File: config.mk
export PLATFORM = sky130hd
export DESIGN_NAME = slot_q_top
export DESIGN_NICKNAME = d
export VERILOG_FILES = /design/src/rtl/slot_q_pkg.sv /design/src/rtl/slot_q_slot.sv /design/src/rtl/slot_q_pick.sv /design/src/rtl/slot_q_rsp.sv /design/src/rtl/slot_q_top.sv
export SDC_FILE = /design/constraint.sdc
export NUM_CORES = 1
export LEC_CHECK = 0
export ABC_CLOCK_PERIOD_IN_PS = 3250
export BUFFER_PORTS_ARGS = -buffer_cell sky130_fd_sc_hd__buf_2
export CAP_MARGIN = 20
export CORE_ASPECT_RATIO = 0.9
export CORE_MARGIN = 5
export CORE_UTILIZATION = 35
export CTS_CLUSTER_SIZE = 14
export DETAILED_ROUTE_END_ITERATION = 8
export MAX_ROUTING_LAYER = met4
export PLACE_DENSITY = 0.62
export SKIP_CTS_REPAIR_TIMING = 1
export SYNTH_ARGS = -nofsm -noshare
export SYNTH_HDL_FRONTEND = slang
export SYNTH_SLANG_ARGS = --single-unit
File: constraint.sdc
create_clock -name clk_i -period 3.25 [get_ports clk_i]
set_clock_uncertainty 0.2 [all_clocks]
set_input_delay 0.975 -clock clk_i [delete_from_list [all_inputs] [get_ports clk_i]]
set_output_delay 0.975 -clock clk_i [all_outputs]
set_load 0.05 [all_outputs]
File: src/rtl/slot_q_pkg.sv
package slot_q_pkg;
  typedef enum logic [1:0] {
    SLOT_FREE   = 2'd0,
    SLOT_PEND   = 2'd1,
    SLOT_FLIGHT = 2'd2
  } slot_st_e;
endpackage

File: src/rtl/slot_q_slot.sv
module slot_q_slot
  import slot_q_pkg::*;
#(
  parameter int CMD_W = 16
) (
  input  logic             clk_i,
  input  logic             rst_ni,
  input  logic             wr_hit_i,
  input  logic [CMD_W-1:0] wr_cmd_i,
  input  logic             take_i,
  input  logic             rsp_hit_i,
  output logic             wr_ok_o,
  output logic             free_o,
  output logic             pend_o,
  output logic             flight_o,
  output logic [CMD_W-1:0] cmd_o
);
  slot_st_e         st_q;
  logic [CMD_W-1:0] cmd_q;

  assign free_o   = (st_q == SLOT_FREE);
  assign pend_o   = (st_q == SLOT_PEND);
  assign flight_o = (st_q == SLOT_FLIGHT);
  assign wr_ok_o  = wr_hit_i && free_o;
  assign cmd_o    = cmd_q;

  always_ff @(posedge clk_i or negedge rst_ni) begin
    if (!rst_ni) begin
      st_q  <= SLOT_FREE;
      cmd_q <= '0;
    end else begin
      unique case (st_q)
        SLOT_FREE: if (wr_hit_i) begin
          st_q  <= SLOT_PEND;
          cmd_q <= wr_cmd_i;
        end
        SLOT_PEND:   if (take_i)    st_q <= SLOT_FLIGHT;
        SLOT_FLIGHT: if (rsp_hit_i) st_q <= SLOT_FREE;
        default:     st_q <= SLOT_FREE;
      endcase
    end
  end

  // flight is entered only through a handshake on a pending slot
  a_r7_flight_from_pend: assert property (@(posedge clk_i) disable iff (!rst_ni)
    (flight_o && !$past(flight_o)) |-> $past(pend_o && take_i));

  // a busy slot keeps its command
  a_r3_cmd_kept: assert property (@(posedge clk_i) disable iff (!rst_ni)
    (wr_hit_i && !free_o) |=> $stable(cmd_o));
endmodule

File: src/rtl/slot_q_pick.sv
module slot_q_pick #(
  parameter int SLOTS = 4,
  localparam int IDX_W = $clog2(SLOTS)
) (
  input  logic             clk_i,
  input  logic             rst_ni,
  input  logic [SLOTS-1:0] pend_i,
  input  logic             tx_ready_i,
  output logic             valid_o,
  output logic [IDX_W-1:0] idx_o
);
  logic [IDX_W-1:0] ptr_q, hold_idx_q, scan_idx;
  logic             hold_q, found;

  // cyclic scan from ptr_q; SLOTS is a power of two so the index wraps
  always_comb begin
    logic [IDX_W-1:0] cand;
    found    = 1'b0;
    scan_idx = ptr_q;
    for (int i = 0; i < SLOTS; i++) begin
      cand = ptr_q + IDX_W'(i);
      if (!found && pend_i[cand]) begin
        found    = 1'b1;
        scan_idx = cand;
      end
    end
  end

  assign valid_o = hold_q || found;
  assign idx_o   = hold_q ? hold_idx_q : scan_idx;

  always_ff @(posedge clk_i or negedge rst_ni) begin
    if (!rst_ni) begin
      ptr_q      <= '0;
      hold_q     <= 1'b0;
      hold_idx_q <= '0;
    end else if (valid_o && tx_ready_i) begin
      ptr_q  <= idx_o + IDX_W'(1);
      hold_q <= 1'b0;
    end else if (valid_o) begin
      hold_q     <= 1'b1;
      hold_idx_q <= idx_o;
    end else begin
      ptr_q <= '0;
    end
  end

  function automatic logic [IDX_W-1:0] lowest(input logic [SLOTS-1:0] v);
    logic [IDX_W-1:0] r;
    r = '0;
    for (int i = SLOTS - 1; i >= 0; i--) if (v[i]) r = IDX_W'(i);
    return r;
  endfunction

  // offer is held while stalled
  a_r6_stall_hold: assert property (@(posedge clk_i) disable iff (!rst_ni)
    (valid_o && !tx_ready_i) |=> (valid_o && $stable(idx_o)));

  // first offer after an idle cycle is the lowest pending slot
  a_r4_lowest_from_idle: assert property (@(posedge clk_i) disable iff (!rst_ni)
    (!$past(valid_o) && valid_o) |-> (idx_o == lowest(pend_i)));
endmodule

File: src/rtl/slot_q_rsp.sv
module slot_q_rsp #(
  parameter int SLOTS  = 4,
  parameter int DATA_W = 16,
  parameter int STAT_W = 8,
  localparam int IDX_W = $clog2(SLOTS)
) (
  input  logic              clk_i,
  input  logic              rst_ni,
  input  logic              store_i,
  input  logic [IDX_W-1:0]  st_idx_i,
  input  logic [DATA_W-1:0] data_i,
  input  logic [STAT_W-1:0] stat_i,
  input  logic [SLOTS-1:0]  clr_i,
  input  logic [IDX_W-1:0]  rd_idx_i,
  output logic              rd_vld_o,
  output logic [DATA_W-1:0] rd_data_o,
  output logic [STAT_W-1:0] rd_stat_o
);
  logic [SLOTS-1:0]  vld_q;
  logic [DATA_W-1:0] data_q [SLOTS];
  logic [STAT_W-1:0] stat_q [SLOTS];

  for (genvar g = 0; g < SLOTS; g++) begin : g_rx
    logic hit;
    assign hit = store_i && (st_idx_i == IDX_W'(g));
    always_ff @(posedge clk_i or negedge rst_ni) begin
      if (!rst_ni) begin
        vld_q[g]  <= 1'b0;
        data_q[g] <= '0;
        stat_q[g] <= '0;
      end else if (hit) begin
        vld_q[g]  <= 1'b1;
        data_q[g] <= data_i;
        stat_q[g] <= stat_i;
      end else if (clr_i[g]) begin
        vld_q[g] <= 1'b0;
      end
    end
  end

  assign rd_vld_o  = vld_q[rd_idx_i];
  assign rd_data_o = data_q[rd_idx_i];
  assign rd_stat_o = stat_q[rd_idx_i];

  // an accepted write leaves that slot without a response
  a_r10_clear_on_write: assert property (@(posedge clk_i) disable iff (!rst_ni)
    (|clr_i && !store_i) |=> ((vld_q & $past(clr_i)) == '0));
endmodule

File: src/rtl/slot_q_top.sv
module slot_q_top #(
  parameter int SLOTS  = 4,
  parameter int CMD_W  = 16,
  parameter int DATA_W = 16,
  parameter int STAT_W = 8,
  localparam int IDX_W = $clog2(SLOTS)
) (
  input  logic              clk_i,
  input  logic              rst_ni,
  input  logic              wr_en_i,
  input  logic [IDX_W-1:0]  wr_idx_i,
  input  logic [CMD_W-1:0]  wr_cmd_i,
  output logic              overrun_o,
  output logic              tx_valid_o,
  input  logic              tx_ready_i,
  output logic [IDX_W-1:0]  tx_idx_o,
  output logic [CMD_W-1:0]  tx_cmd_o,
  input  logic              rsp_valid_i,
  input  logic [IDX_W-1:0]  rsp_idx_i,
  input  logic [DATA_W-1:0] rsp_data_i,
  input  logic [STAT_W-1:0] rsp_stat_i,
  input  logic [IDX_W-1:0]  rd_idx_i,
  output logic              rd_vld_o,
  output logic [DATA_W-1:0] rd_data_o,
  output logic [STAT_W-1:0] rd_stat_o
);
  logic [SLOTS-1:0] free_v, pend_v, flight_v, wr_ok_v;
  logic [CMD_W-1:0] cmd_v [SLOTS];
  logic             store, overrun_q, tx_fire;

  assign tx_fire = tx_valid_o && tx_ready_i;
  assign store   = rsp_valid_i && flight_v[rsp_idx_i];

  for (genvar g = 0; g < SLOTS; g++) begin : g_slot
    slot_q_slot #(.CMD_W(CMD_W)) u_slot (
      .clk_i    (clk_i),
      .rst_ni   (rst_ni),
      .wr_hit_i (wr_en_i && (wr_idx_i == IDX_W'(g))),
      .wr_cmd_i (wr_cmd_i),
      .take_i   (tx_fire && (tx_idx_o == IDX_W'(g))),
      .rsp_hit_i(store && (rsp_idx_i == IDX_W'(g))),
      .wr_ok_o  (wr_ok_v[g]),
      .free_o   (free_v[g]),
      .pend_o   (pend_v[g]),
      .flight_o (flight_v[g]),
      .cmd_o    (cmd_v[g])
    );
  end

  slot_q_pick #(.SLOTS(SLOTS)) u_pick (
    .clk_i     (clk_i),
    .rst_ni    (rst_ni),
    .pend_i    (pend_v),
    .tx_ready_i(tx_ready_i),
    .valid_o   (tx_valid_o),
    .idx_o     (tx_idx_o)
  );

  assign tx_cmd_o = cmd_v[tx_idx_o];

  slot_q_rsp #(.SLOTS(SLOTS), .DATA_W(DATA_W), .STAT_W(STAT_W)) u_rsp (
    .clk_i    (clk_i),
    .rst_ni   (rst_ni),
    .store_i  (store),
    .st_idx_i (rsp_idx_i),
    .data_i   (rsp_data_i),
    .stat_i   (rsp_stat_i),
    .clr_i    (wr_ok_v),
    .rd_idx_i (rd_idx_i),
    .rd_vld_o (rd_vld_o),
    .rd_data_o(rd_data_o),
    .rd_stat_o(rd_stat_o)
  );

  always_ff @(posedge clk_i or negedge rst_ni) begin
    if (!rst_ni)                          overrun_q <= 1'b0;
    else if (wr_en_i && !free_v[wr_idx_i]) overrun_q <= 1'b1;
  end
  assign overrun_o = overrun_q;

  // sticky until reset
  a_r3_overrun_sticky: assert property (@(posedge clk_i) disable iff (!rst_ni)
    overrun_o |=> overrun_o);

  // a write to a busy slot raises the flag
  a_r3_reject_flags: assert property (@(posedge clk_i) disable iff (!rst_ni)
    (wr_en_i && (pend_v[wr_idx_i] || flight_v[wr_idx_i])) |=> overrun_o);

  // handshake moves the slot out of pending
  a_r7_pend_clears: assert property (@(posedge clk_i) disable iff (!rst_ni)
    tx_fire |=> !pend_v[$past(tx_idx_o)]);

  // a stored response becomes readable
  a_r8_store_visible: assert property (@(posedge clk_i) disable iff (!rst_ni)
    (store && rd_idx_i == rsp_idx_i && $stable(rd_idx_i)) |=>
      (($past(rd_idx_i) != rd_idx_i) || (rd_vld_o && rd_data_o == $past(rsp_data_i))));
endmodule

==> impl_metrics.json <==
{
  "place.gp.congestion": 0.7895,
  "ys_types": 48,
  "cp_cell_sequence": "nor2b_1, o22ai_2, a211oi_2, a32o_4, buf_12, mux2i_4, mux2i_4, buf_6",
  "relSlewSlack_pct": 58.16,
  "max-cap-violations": 0,
  "fin_cells": 984,
  "critical_path_class": "reg2out",
  "dr.pass1.iters": 4,
  "worstHoldStart": "overrun_o",
  "cts_made_buffers": 17,
  "hold_class": "reg2reg",
  "core_area_mm2": 0.02264,
  "cts_root_buffer": "clkbuf_16",
  "dp_cells": 941,
  "mostFrequentLayoutCells": "177 x dfrtp_1, 158 x mux2_2, 66 x buf_2",
  "outcome": "complete, but fails checks",
  "viasPerCell": 5.083,
  "async_reset_ff_share_pct": 100.0,
  "grt_setup_unrepaired": "true",
  "cp_slowest_stage_delay_ns": 0.40,
  "worst_pin_slew_ns": 0.6276,
  "critPathLaunchType": "flop",
  "finalSetupTns_ns": -6.744,
  "grt_pass1_wl_um": 30090,
  "synthCells": 530,
  "finalCriticalPeriod_ns": 3.674,
  "layout-area-overhead-vs-synth_pct": 32.97,
  "grt_max_degree": 64,
  "drive_above_1_share_pct": 63.85,
  "fin_ws_ns": -0.4238,
  "hold_ws_ns": 0.2603,
  "h-tree-depth": 4,
  "dieArea_mm2": 0.02631,
  "crit_path_max_fanout": 7,
  "clockBufferDepth": 2,
  "grt_antenna_before_repair": 1,
  "cts.reportedPaths.clkPinSlew_ns": 0.07,
  "numClockSinks": 178,
  "fmax_mhz": 272.2,
  "wl_per_cell_um": 19.36,
  "ys.flop_type": "dfrtp_1",
  "grt_use_total_pct": 14.94,
  "start_util_pct": 35.80,
  "clk_latency_ns": 0.42,
  "yosysSeqAreaShare_pct": 54.95,
  "synth_enable_flop_cells": 0,
  "ys_warn_count": 0,
  "vias": 5002,
  "rows": 52,
  "period_share_pct": 113.0,
  "startpoint": "g_slot[3].u_slot.st_q[1]",
  "violations": "negative setup slack",
  "place_area_mm2": 0.009458,
  "final_common_cell": "dfrtp_1",
  "pin_count": 96,
  "die_h_um": 154.4,
  "wirelength_um": 19050,
  "ys_ff_latch": 178,
  "grt_pass1_vias": 5501,
  "ant_nets": 0,
  "syn_area_per_cell_um2": 15.30,
  "critical_path.slowest_cell": "dfrtp_1",
  "final_nets": 724,
  "critPathRequiredTime_ns": 2.07,
  "die_w_um": 170.4,
  "drc": 0,
  "arrival_ns": 2.50,
  "setup_viol": 19,
  "netlist_area_mm2": 0.008107,
  "rr_startpoint": "u_pick.ptr_q[0]",
  "mappedNetlistNets": 581,
  "drtIter0Drc": 207,
  "cpMostUsedCell": "mux2i_4",
  "cp-end-kind": "primary output",
  "hpwl_um": 13070,
  "finalHoldViolations": 0,
  "io_buffer_count": 95,
  "slew_viol_final": 0,
  "cts_tree": "built",
  "fin_area_mm2": 0.01078,
  "grt_overflow": 0
}
## worst max-delay path, delay by kind of cell, from the launching register on
family	cells	cell delay, ns
AO/OA/AOI/OAI	3	0.74
buffers and inverters	2	0.36
flip-flops	1	0.40
AND/OR/NAND/NOR	1	0.20
multiplexers	2	0.35
## kinds of logic (layout without fill, tap and decap cells)
kind of cell	after synthesis	count (layout)	share of synthesized area (%)
AOI/OAI and AO/OA	26	26	2.562
buffers and inverters	33	189	2.238
DFF	178	178	54.95
muxes	237	237	35.81
other	0	1	0
and+or+nand+nor	56	56	4.445
## synth_stat cells (2+ instances only)
library cell	count	area, um^2
dfrtp_1	178	4454
clkbuf_1	13	48.80
buf_4	3	22.52
mux2_2	158	1779
nor2b_1	3	18.77
mux2i_1	50	500.5
a21o_1	2	15.01
inv_1	4	15.01
nand2_1	14	52.55
nor4_2	2	25.02
o22ai_1	4	25.02
o21ai_0	3	15.01
mux2_1	2	22.52
buf_2	7	35.03
nor2_1	5	18.77
o21bai_1	3	22.52
mux4_2	26	585.6
nand2b_1	8	50.05
a22o_1	2	17.52
buf_8	2	30.03
a31oi_1	2	12.51
nor2b_2	2	17.52
a211oi_1	3	22.52
nor3_1	6	30.03
buf_6	2	22.52
nand4_1	4	25.02
## registers in the layout, summed over array words and instances, names as in the netlist
signal,cells
g_slot.u_slot.cmd_o,64
g_slot.u_slot.st_q,8
overrun_o,1
u_pick.hold_idx_q,2
u_pick.hold_q,1
u_pick.ptr_q,2
u_rsp.data_q,64
u_rsp.stat_q,32
u_rsp.vld_q,4
## layout make-up
class	count	area (um^2)
fill	1944	11860
tap	297	371.6
sequential	178	4456
inverter	5	18.77
antenna	1	2.502
clock inverter	15	166.4
timing repair buffer	152	1219
multi-input combinational	319	4120
clock buffer	17	425.4
## per-stage QoR
stage               setup slack (ns)  util, %
finish                       -0.4238    47.61
global route                 -0.5212    47.61
CTS                          -0.5361    44.39
detailed placement          -0.04395    41.77
floorplan                   -0.02815        -
global placement            -0.02799    41.77
## layer usage
layer / global-route usage, % / part of all wire [%] / vias to the layer above / wire, um
li1: - / - / 2284 / -
met2: 23.34 / 49 / 71 / 9382
met4: 3.954 / 1.3 / 0 / 248
met1: 19.64 / 46 / 2628 / 8781
met5: - / 0 / - / 0
met3: 3.701 / 3.3 / 19 / 636
## final timing paths
| check | end | slack, ns | cells after the start |
|---|---|---|---|
| worst max-delay path | tx_cmd_o[4] | -0.42 | 8 |
| worst min-delay path | overrun_o | 0.26 | 1 |
| worst max register to register | g_slot[0].u_slot.st_q[1] | 0.66 | 7 |
| worst min register to register | overrun_o | 0.26 | 1 |
| max in group asynchronous | g_slot[3].u_slot.cmd_o[3] | 1.77 | 2 |
| min in group asynchronous | g_slot[1].u_slot.cmd_o[11] | 0.31 | 1 |
Power is not shown: default switching activity piles up to over one toggle a cycle in this logic, so the estimate is an artifact.
